**src/rtl/interval_timer_pkg.sv**
```systemverilog
package interval_timer_pkg;

    localparam int DATA_W   = 32;
    localparam int NARROW_W = 16;
    localparam int ADDR_W   = 3;
    localparam int PRESC_W  = 8;

    typedef enum logic [ADDR_W-1:0] {
        A_LOAD   = 3'd0,
        A_COUNT  = 3'd1,
        A_CTRL   = 3'd2,
        A_ICLR   = 3'd3,
        A_RAW    = 3'd4,
        A_MASK   = 3'd5,
        A_BGLOAD = 3'd6,
        A_NONE   = 3'd7
    } reg_addr_e;

    typedef enum logic [1:0] {
        DIV1   = 2'd0,
        DIV16  = 2'd1,
        DIV256 = 2'd2,
        DIV1B  = 2'd3
    } psel_e;

    typedef struct packed {
        logic  en;
        logic  periodic;
        logic  ie;
        logic  spare;
        psel_e psel;
        logic  wide;
        logic  oneshot;
    } ctrl_t;

    localparam int CTRL_W = $bits(ctrl_t);

    localparam ctrl_t CTRL_RST = '{en: 1'b0, periodic: 1'b0, ie: 1'b1, spare: 1'b0,
                                   psel: DIV1, wide: 1'b0, oneshot: 1'b0};

    typedef struct packed {
        logic load_wr;
        logic ctrl_wr;
        logic iclr_wr;
        logic bg_wr;
    } wr_dec_t;

    // Terminal phase of the prescaler for each divider code.
    function automatic logic [PRESC_W-1:0] presc_last(psel_e s);
        case (s)
            DIV16:   return PRESC_W'(15);
            DIV256:  return PRESC_W'(255);
            default: return '0;
        endcase
    endfunction

    // Bits of the counter that take part at the selected width.
    function automatic logic [DATA_W-1:0] width_mask(logic wide);
        return wide ? {DATA_W{1'b1}} : {{(DATA_W-NARROW_W){1'b0}}, {NARROW_W{1'b1}}};
    endfunction

endpackage

```
**src/rtl/itmr_regfile.sv**
```systemverilog
module itmr_regfile
    import interval_timer_pkg::*;
(
    input  logic              clk,
    input  logic              rst,
    input  logic [ADDR_W-1:0] addr,
    input  logic              we,
    input  logic [DATA_W-1:0] wdata,
    input  logic              zero_evt,
    output ctrl_t             ctrl_q,
    output logic [DATA_W-1:0] reload_q,
    output logic              raw_q,
    output wr_dec_t           dec
);

    always_comb begin
        dec = '0;
        if (we) begin
            case (reg_addr_e'(addr))
                A_LOAD:   dec.load_wr = 1'b1;
                A_CTRL:   dec.ctrl_wr = 1'b1;
                A_ICLR:   dec.iclr_wr = 1'b1;
                A_BGLOAD: dec.bg_wr   = 1'b1;
                default:  dec = '0;
            endcase
        end
    end

    always_ff @(posedge clk) begin
        if (rst) begin
            ctrl_q   <= CTRL_RST;
            reload_q <= '0;
            raw_q    <= 1'b0;
        end else begin
            if (dec.ctrl_wr)
                ctrl_q <= ctrl_t'(wdata[CTRL_W-1:0]);
            if (dec.load_wr || dec.bg_wr)
                reload_q <= wdata;
            // A zero arrival outranks a clear in the same cycle.
            if (zero_evt)
                raw_q <= 1'b1;
            else if (dec.iclr_wr)
                raw_q <= 1'b0;
        end
    end

endmodule

```
**src/rtl/itmr_prescaler.sv**
```systemverilog
module itmr_prescaler
    import interval_timer_pkg::*;
(
    input  logic  clk,
    input  logic  rst,
    input  logic  tick_en,
    input  logic  run,
    input  logic  restart,
    input  psel_e psel,
    output logic  pulse
);

    logic [PRESC_W-1:0] phase_q;
    logic               step;

    assign step  = tick_en && run;
    assign pulse = step && (phase_q == presc_last(psel));

    always_ff @(posedge clk) begin
        if (rst)
            phase_q <= '0;
        else if (restart)
            phase_q <= '0;
        else if (step)
            phase_q <= pulse ? '0 : phase_q + PRESC_W'(1);
    end

endmodule

```
**src/rtl/itmr_counter.sv**
```systemverilog
module itmr_counter
    import interval_timer_pkg::*;
(
    input  logic              clk,
    input  logic              rst,
    input  logic              pulse,
    input  logic              wide,
    input  logic              oneshot,
    input  logic              periodic,
    input  logic              load_wr,
    input  logic [DATA_W-1:0] wdata,
    input  logic [DATA_W-1:0] reload_val,
    output logic [DATA_W-1:0] count_eff,
    output logic              zero_evt
);

    logic [DATA_W-1:0] count_q;
    logic [DATA_W-1:0] mask;
    logic [DATA_W-1:0] count_d;
    logic              at_zero;

    assign mask      = width_mask(wide);
    assign count_eff = count_q & mask;
    assign at_zero   = (count_eff == '0);
    assign zero_evt  = pulse && (count_eff == DATA_W'(1));

    always_comb begin
        count_d = count_q;
        if (load_wr) begin
            count_d = wdata;
        end else if (pulse) begin
            if (!at_zero)
                count_d = count_eff - DATA_W'(1);
            else if (oneshot)
                count_d = count_q;
            else if (periodic)
                count_d = reload_val;
            else
                count_d = mask;
        end
    end

    always_ff @(posedge clk) begin
        if (rst)
            count_q <= {DATA_W{1'b1}};
        else
            count_q <= count_d;
    end

endmodule

```
**src/rtl/interval_timer.sv**
```systemverilog
module interval_timer
    import interval_timer_pkg::*;
(
    input  logic              clk,
    input  logic              rst,
    input  logic              tick_en,
    input  logic [ADDR_W-1:0] bus_addr,
    input  logic              bus_we,
    input  logic [DATA_W-1:0] bus_wdata,
    output logic [DATA_W-1:0] bus_rdata,
    output logic              irq
);

    ctrl_t             ctrl_q;
    logic [DATA_W-1:0] reload_q;
    logic              raw_q;
    wr_dec_t           dec;
    logic              pulse;
    logic [DATA_W-1:0] cnt_eff;
    logic              zero_evt;
    logic              masked;

    itmr_regfile u_regs (
        .clk      (clk),
        .rst      (rst),
        .addr     (bus_addr),
        .we       (bus_we),
        .wdata    (bus_wdata),
        .zero_evt (zero_evt),
        .ctrl_q   (ctrl_q),
        .reload_q (reload_q),
        .raw_q    (raw_q),
        .dec      (dec)
    );

    itmr_prescaler u_presc (
        .clk     (clk),
        .rst     (rst),
        .tick_en (tick_en),
        .run     (ctrl_q.en),
        .restart (dec.ctrl_wr),
        .psel    (ctrl_q.psel),
        .pulse   (pulse)
    );

    itmr_counter u_cnt (
        .clk        (clk),
        .rst        (rst),
        .pulse      (pulse),
        .wide       (ctrl_q.wide),
        .oneshot    (ctrl_q.oneshot),
        .periodic   (ctrl_q.periodic),
        .load_wr    (dec.load_wr),
        .wdata      (bus_wdata),
        .reload_val (reload_q),
        .count_eff  (cnt_eff),
        .zero_evt   (zero_evt)
    );

    assign masked = raw_q && ctrl_q.ie;
    assign irq    = masked;

    always_comb begin
        case (reg_addr_e'(bus_addr))
            A_LOAD, A_BGLOAD: bus_rdata = reload_q;
            A_COUNT:          bus_rdata = cnt_eff;
            A_CTRL:           bus_rdata = {{(DATA_W-CTRL_W){1'b0}}, ctrl_q};
            A_RAW:            bus_rdata = {{(DATA_W-1){1'b0}}, raw_q};
            A_MASK:           bus_rdata = {{(DATA_W-1){1'b0}}, masked};
            default:          bus_rdata = '0;
        endcase
    end

endmodule

```
**config.mk**
```make
export PLATFORM = sky130hd
export DESIGN_NAME = interval_timer
export DESIGN_NICKNAME = d
export VERILOG_FILES = /design/src/rtl/interval_timer_pkg.sv /design/src/rtl/itmr_regfile.sv /design/src/rtl/itmr_prescaler.sv /design/src/rtl/itmr_counter.sv /design/src/rtl/interval_timer.sv
export SDC_FILE = /design/constraint.sdc
export NUM_CORES = 1
export LEC_CHECK = 0
export ABC_CLOCK_PERIOD_IN_PS = 5030
export BUFFER_PORTS_ARGS = -buffer_cell sky130_fd_sc_hd__buf_4
export CAP_MARGIN = 25
export CORE_ASPECT_RATIO = 1.2
export CORE_UTILIZATION = 49
export CTS_CLUSTER_DIAMETER = 50
export DETAILED_ROUTE_END_ITERATION = 12
export PLACE_DENSITY = 0.7
export SLEW_MARGIN = 10
export SYNTH_ARGS = -nofsm -noshare
export SYNTH_HDL_FRONTEND = slang
export SYNTH_SLANG_ARGS = --single-unit
```
**constraint.sdc**
```tcl
create_clock -name clk -period 5.03 [get_ports clk]
set_clock_uncertainty 0.2 [all_clocks]
set_input_delay 1.006 -clock clk [delete_from_list [all_inputs] [get_ports clk]]
set_output_delay 1.006 -clock clk [all_outputs]
set_load 0.05 [all_outputs]
```
==> metrics.yaml, run 1 <==
power_and_ir_drop:
  power_frac_comb_pct: 13.1
  p_seq_share_pct: 44.2
  p_int_mw: 1.155
  power_density_nw_per_um2: 269.4
  power_switching_share_pct: 27.00
  peakVddDrop_v: 0.0001968
  power_mw: 1.582
  leakage_nw: 2.079
  power.switching_mw: 0.4270
  clock_power_share_pct: 42.8
timing:
  rsz0062_at_grt: "false"
  tightestPinTransition_ns: 0.8361
  period_share_pct: 78.82
  relSlewSlack_pct: 44.26
  finalSetupTns_ns: 0
  setup_viol: 0
  hold_viol: 0
  finalMaxSlewViolations: 0
  fmax_mhz: 252.2
  timing.final.ws_setup_ns: 1.065
  fin_crit_ns: 3.965
setup_path:
  reg2reg_depth: 7
  arrival_ns: 2.76
  crit_slowest_cell: "nor2b_2"
  max_stage_delay_ns: 0.57
  cp_cell_sequence: "buf_4 -> xnor2_1 -> buf_4 -> nor2b_2 -> buf_4 -> a22o_1 -> buf_4"
  worstPathRequired_ns: 3.82
  path_class: "in -> out"
  start_kind: "input pin"
  cp_max_fo: 15
  reg2reg_to: "u_cnt.count_q[15]"
  ff2ff_setup_slack_ns: 1.53
  r2r-start: "u_cnt.count_q[0]"
  cpLargestDelayFamily: "buffers and inverters"
  crit_path_frequent_cell: "buf_4"
  startpoint: "bus_addr[1]"
  crit_path_end_kind: "output port"
  cp_num_buf_inv: 4
place:
  routabilityCongestion: 0.9480
  placed_cell_area_sq_um: 5563
  hpwlAfterDp_um: 10580
  port_buffers: 71
  pre_cts_ws_ns: 1.076
layout:
  post-route-cell-area_sq_um: 5871
  drive_above_1_share_pct: 15.67
  fillers: 926
  final_core_util_pct: 58.94
  nets: 759
  synthToLayoutAreaGrowth_pct: 17.33
  antenna_cells: 0
synth:
  synth-main-ff-cell: "dfxtp_1"
  synth_area_sq_um: 5004
  syn-instance-count: 679
  ys_ff_latch: 81
  syn_nets: 722
  yosysSeqAreaShare_pct: 32.41
  synth_warnings: 0
  synthArstFlopShare_pct: 0
  synth_cell_types: 77
  synth_edf_count: 0
  syn_avg_cell_area_sq_um: 7.369
global_routing:
  grt_pass1_wl_um: 25140
  grtUsageTotal_pct: 29.98
  grt_pass1_vias: 5059
  grt_max_degree: 81
  overflow: 0
  antenna_found_initial: 0
detailed_routing:
  ant_nets: 0
  num_vias: 5428
  firstDrtPassIters: 5
  viasPerCell: 6.409
  routedWlPerCell_um: 18.40
  drc: 0
  drt-total-wl_um: 15580
  detail_route.iter0.violations: 345
flow_run:
  cap_violations: 0
clock_tree:
  clockBufferDepth: 2
  cts_sinks: 81
  cts_setup_buffers: 0
  clock_latency_ns: 0.34
  cts-root-buf: "clkbuf_16"
  h-tree-depth: 3
  cts_resized: 0
  cts_tree: "yes"
  clk_pin_slew_ns: 0.06
  numCtsBuffers: 9
  ctsHoldBuffers: 0
floorplan:
  core-area_sq_um: 9960
  die_h_um: 112.7
  num_io_pins: 72
  initial_core_util_pct: 50.24
  row_count: 40
  die_x_um: 94.25
  die-area_sq_um: 10620
hold_path:
  hp-class: "reg -> reg"
  holdCritStartpoint: "u_regs.reload_q[27]"
  holdPathEnd: "u_regs.reload_q[27]"
  holdPathStages: 2
run_status:
  outcome: "finished clean"
## stage by stage
step / cells / hold slack, ns
2_1_floorplan: 679 / 0.2368
3_3_place_gp: 831 / 0.2579
3_5_place_dp: 831 / 0.2658
4_1_cts: 847 / 0.2742
5_1_grt: 847 / 0.2889
6_report: 847 / 0.2714
## sequential cells by signal, indices dropped and copies added, names as in the netlist
name,count
u_regs.raw_q,1
u_regs.reload_q,32
u_cnt.count_q,32
u_regs.ctrl_q,8
u_presc.phase_q,8
## power by group through the flow
stage          Clock [mW]  Combinational, mW  Sequential (mW)
2_1_floorplan           0              0.142            0.695
3_3_place_gp            0              0.200            0.711
3_5_place_dp            0              0.204            0.711
4_1_cts             0.687              0.206            0.697
5_1_grt             0.713              0.223            0.701
6_report            0.676              0.207            0.698
## worst register-to-register path: stages, from the launching register on
cell and delay [ns]:
dfxtp_1 0.34, inv_1 0.18, ha_1 0.23, nor3b_2 0.39, nand4_1 0.57, nor2_2 0.87, o21ai_0 0.23, a311o_1 0.39
## final cells by class
class | count | area, sq um | area share, %
inverters | 10 | 37.54 | 0.6394
repair buffers | 85 | 638.1 | 10.87
multi-input cells | 529 | 3108 | 52.94
clock buffers | 12 | 256.5 | 4.369
clock inverters | 4 | 51.30 | 0.8738
well taps | 126 | 157.7 | 2.685
flip-flops and latches | 81 | 1622 | 27.62
## worst max path at each step
stage / end / slack [ns] / cells past startpoint
after global placement: bus_rdata[20] / 1.09 / 7
after detailed placement: bus_rdata[17] / 1.08 / 7
after global routing: bus_rdata[9] / 0.97 / 7
after CTS: bus_rdata[20] / 1.06 / 7
final: bus_rdata[20] / 1.07 / 7
after floorplan: bus_rdata[1] / 0.96 / 5
## Yosys cell counts, drive strengths merged (11+ instances only)
master,n,area [sq um]
nand2,131,491.7
a21oi,76,380.4
nor2,41,156.4
dfxtp,81,1622
a221oi,16,140.1
nand4,11,68.82
nor3,22,110.1
a22o,25,220.2
clkbuf,43,161.4
buf,16,86.34
o21ai,33,168.9
nand3,14,70.07
## cell usage in the layout (no fill, tap or decap), drive strengths merged, types with 6 or more instances in the layout
cell type  instances
a22o              25
nand3             14
nor2b              9
xor2              10
and2               8
xnor2              8
o21ai             33
nor3              22
a22oi              9
a221oi            16
nand4             11
nand2            131
o311ai             6
or3                6
clkbuf            12
nor2              41
o31ai              7
nor4              10
a21oi             76
a31oi              8
buf               85
dfxtp             81
inv               10
## cell families (layout without fill, tap and decap cells)
logic type               count (synthesis)  after routing  synth area share [%]
AND/OR/NAND/NOR                        283            283                 27.43
AO/OA/AOI/OAI                          222            222                 29.91
flip-flops                              81             81                 32.41
buffers and inverters                   69            111                 5.702
XOR/XNOR                                18             18                 3.151
adder cells (fa/ha/maj)                  4              4                 1.000
multiplexers                             2              2                0.4001
## layer usage
layer | GRT usage [%] | wire, um
met1 | 36.39 | 6180
met2 | 51.01 | 7827
met3 | 5.175 | 1061
met4 | 13.74 | 513
met5 | 0 | 0
Note: power is estimated with default switching activity, not from simulation.
==> run 2, diff against run 1 <==
- ABC_AREA: unset -> 1
- ABC_CLOCK_PERIOD_IN_PS: 5030 -> 3600
- PLACE_DENSITY: 0.7 -> 0.72
- clock period: 5.03 -> 3.6 ns (I/O delays scaled with it)
==> metrics.yaml, run 2 <==
global_routing:
  antenna_found_initial: 0  # unchanged
  grtUsageTotal_pct: 28.22  # -1.8 points
  grt_max_degree: 43  # -47%
  grt_pass1_vias: 5213  # +3.0%
  grt_pass1_wl_um: 25140  # about the same
  overflow: 0  # unchanged
detailed_routing:
  dr_wl_met3_um: 889  # -16%
  wl_met1_um: 6439  # +4.2%
  routedWlPerCell_um: 14.22  # -23%
  top_layer: "met4"
  drt-total-wl_um: 15290  # -1.9%
  met2WireLength_um: 7595  # -3.0%
  firstDrtPassIters: 9  # +4
  ant_nets: 0  # unchanged
  detail_route.iter0.violations: 394  # +14%
  num_vias: 5693  # +4.9%
  drc: 2  # +2
  viasPerCell: 5.296  # -17%
synth:
  synth.most_common_cell: "nand2_1"
  syn_nets: 926  # +28%
  synthArstFlopShare_pct: 0  # unchanged
  synth-main-ff-cell: "dfxtp_1"
  synth.area.top_cells: "dfxtp_1 (31%), nand2_1 (18%), nor2_1 (9.0%), o21ai_0 (7.2%), inv_1 (6.8%)"
  yosysTopAreaCell: "dfxtp_1"
  syn-instance-count: 883  # +30%
  ys_ff_latch: 81  # unchanged
  synth_commonest_cells: "nand2_1 (254), nor2_1 (126), inv_1 (95)"
  synth_edf_count: 0  # unchanged
  synth_area_sq_um: 5279  # +5.5%
  yosysSeqAreaShare_pct: 30.72  # -1.7 points
  synth_warnings: 0  # unchanged
  syn_avg_cell_area_sq_um: 5.978  # -19%
  synth_cell_types: 35  # -55%
  synth.top_cell.area_share_pct: 30.72  # -1.7 points
layout:
  synthToLayoutAreaGrowth_pct: 17.59
  layout_common_cells: "nand2_1 (254), nor2_1 (126), inv_1 (95)"
  antenna_cells: 0  # unchanged
  multi_input_area_sq_um: 3070  # -1.2%
  regArea_sq_um: 1622  # unchanged
  nets: 984  # +30%
  stdcell_count: 1075  # +27%
  fillers: 1068  # +15%
  top_regs: "u_cnt.count_q x32, u_regs.reload_q x32"
  layout_commonest_cell: "nand2_1"
  drive_above_1_share_pct: 13.00  # -2.7 points
setup_path:
  crit_path_end_kind: "output port"
  worst-path-stages: 9  # +2
  cp_max_fo: 13  # -2
  reg2reg_depth: 10  # +3
  path_class: "in -> out"
  worstPathRequired_ns: 2.68  # -1.14 ns
  start_kind: "input pin"
  cp_cell_sequence: "buf_4 -> inv_1 -> nor2_1 -> inv_1 -> o21ai_1 -> inv_1 -> buf_4 -> o22ai_1 -> buf_4"
  max_stage_delay_ns: 0.25  # -0.32 ns
  reg2reg_to: "u_cnt.count_q[2]"
  crit_slowest_cell: "buf_4"
  arrival_ns: 2.00  # -0.76 ns
  ff2ff_setup_slack_ns: 0.76  # -0.77 ns
  r2r-start: "u_regs.ctrl_q[1]"
  cpLargestDelayFamily: "buffers and inverters"
  cp_num_buf_inv: 6  # +2
hold_path:
  holdPathEnd: "u_cnt.count_q[17]"
  holdCritStartpoint: "u_cnt.count_q[17]"
  holdPathStages: 2  # unchanged
  hp-class: "reg -> reg"
timing:
  hold_viol: 0  # unchanged
  finalSetupTns_ns: 0  # unchanged
  setup_viol: 0  # unchanged
  relSlewSlack_pct: 47.43  # +3.2 points
  rsz0062_at_grt: "false"
  finalMaxSlewViolations: 0  # unchanged
  period_share_pct: 81.07
  tightestPinTransition_ns: 0.7875  # -0.04860 ns
  fin_crit_ns: 2.919
  fmax_mhz: 342.6
clock_tree:
  clock_latency_ns: 0.35  # about the same
  cts_sinks: 81  # unchanged
  cts-root-buf: "clkbuf_16"
  ctsHoldBuffers: 0  # unchanged
  h-tree-depth: 3  # unchanged
  cts_resized: 0  # unchanged
  cts_setup_buffers: 0  # unchanged
  cts_tree: "yes"
  clockBufferDepth: 2  # unchanged
  numCtsBuffers: 9  # unchanged
  clk_pin_slew_ns: 0.06  # about the same
power_and_ir_drop:
  power_density_nw_per_um2: 376.7  # +40%
  leakage_nw: 3.048  # +47%
  peakVddDrop_v: 0.0002194  # +11%
flow_run:
  cap_violations: 0  # unchanged
floorplan:
  num_io_pins: 72  # unchanged
  die_x_um: 96.75  # +2.7%
  die_h_um: 115.7  # +2.7%
  core-area_sq_um: 10520  # +5.6%
  row_count: 41  # +2.5%
  die-area_sq_um: 11190  # +5.4%
  initial_core_util_pct: 50.20  # about the same
run_status:
  violations: "DRC"
  outcome: "finished with violations"
place:
  routabilityCongestion: 0.9020  # -4.9%
  hpwlAfterDp_um: 10710  # +1.3%
  dp.cells: 1058  # +27%
  port_buffers: 71  # unchanged
==> run 2: cell count changes after synthesis, moves of 16 or more <==
| cell | previous run | this run |
|---|---|---|
| a22o_1 | 24 | 0 |
| nor3_1 | 22 | 4 |
| a221oi_1 | 16 | 0 |
| o21ai_0 | 29 | 76 |
| clkbuf_1 | 43 | 22 |
| nand3_1 | 14 | 59 |
| nand2_1 | 131 | 254 |
| inv_1 | 10 | 95 |
| nor2_1 | 40 | 126 |
==> run 2: cells by family after synthesis <==
family / Yosys count / synth area share [%]
AOI/OAI and AO/OA: 177 / 17.97
xor gates and xnor gates: 14 / 2.323
adders and majority gates: 4 / 0.9481
buffers and inverters: 138 / 11.12
DFF: 81 / 30.72
and+or+nand+nor: 469 / 36.93
==> run 2: worst max path at each step <==
stage                     endpoint  slack (ns)   startpoint
6_report             bus_rdata[15]        0.68  bus_addr[1]
5_1_grt               bus_rdata[0]        0.51  bus_addr[1]
4_1_cts              bus_rdata[14]        0.69  bus_addr[1]
3_5_place_dp   u_regs.reload_q[18]        0.65  bus_addr[1]
3_3_place_gp          bus_rdata[6]        0.72  bus_addr[1]
2_1_floorplan        bus_rdata[19]        0.40  bus_addr[1]
==> run 2: power by group <==
group / internal (mW) / switching (mW)
combinational: 0.134 / 0.263
sequential: 0.940 / 0.0326
clock: 0.594 / 0.374
total: 1.67 / 0.670
==> run 2: layout make-up <==
type	instances	area share (%)
clock buffers	14	4.414
multi-input cells	664	49.47
repair buffers	88	10.97
well taps	129	2.600
inverters	97	5.866
clock inverters	2	0.5644
flip-flops and latches	81	26.12
==> run 2: worst reg2reg max path: stages (launching register included) <==
cell and delay, ns:
dfxtp_1 0.56, nand2_1 0.30, nand2_1 0.10, nor2_1 0.24
nand2_2 0.14, nor2_8 0.26, nand3b_2 0.15, nand2_4 0.41
inv_1 0.20, nand2_1 0.10, nand3_1 0.06
==> run 2: metal layers <==
metal / track usage (%) / vias up
met5: 0 / -
met4: 12.04 / 0
met3: 4.584 / 26
met2: 50.47 / 194
met1: 33.68 / 2538
li1: - / 2935
==> run 2: through the flow <==
step / total power [mW] / utilization [%] / hold WS [ns] / instance area (sq um) / setup WS [ns]
CTS: 2.348 / 58.76 / 0.2548 / 6180 / 0.6856
detailed placement: 1.384 / 55.82 / 0.2403 / 5871 / 0.6488
global placement: 1.380 / 55.82 / 0.2342 / 5871 / 0.7183
global route: 2.434 / 59.02 / 0.2793 / 6207 / 0.5093
floorplan: 1.260 / - / 0.2276 / 5279 / 0.3953
finish: 2.339 / 59.02 / 0.2533 / 6207 / 0.6815
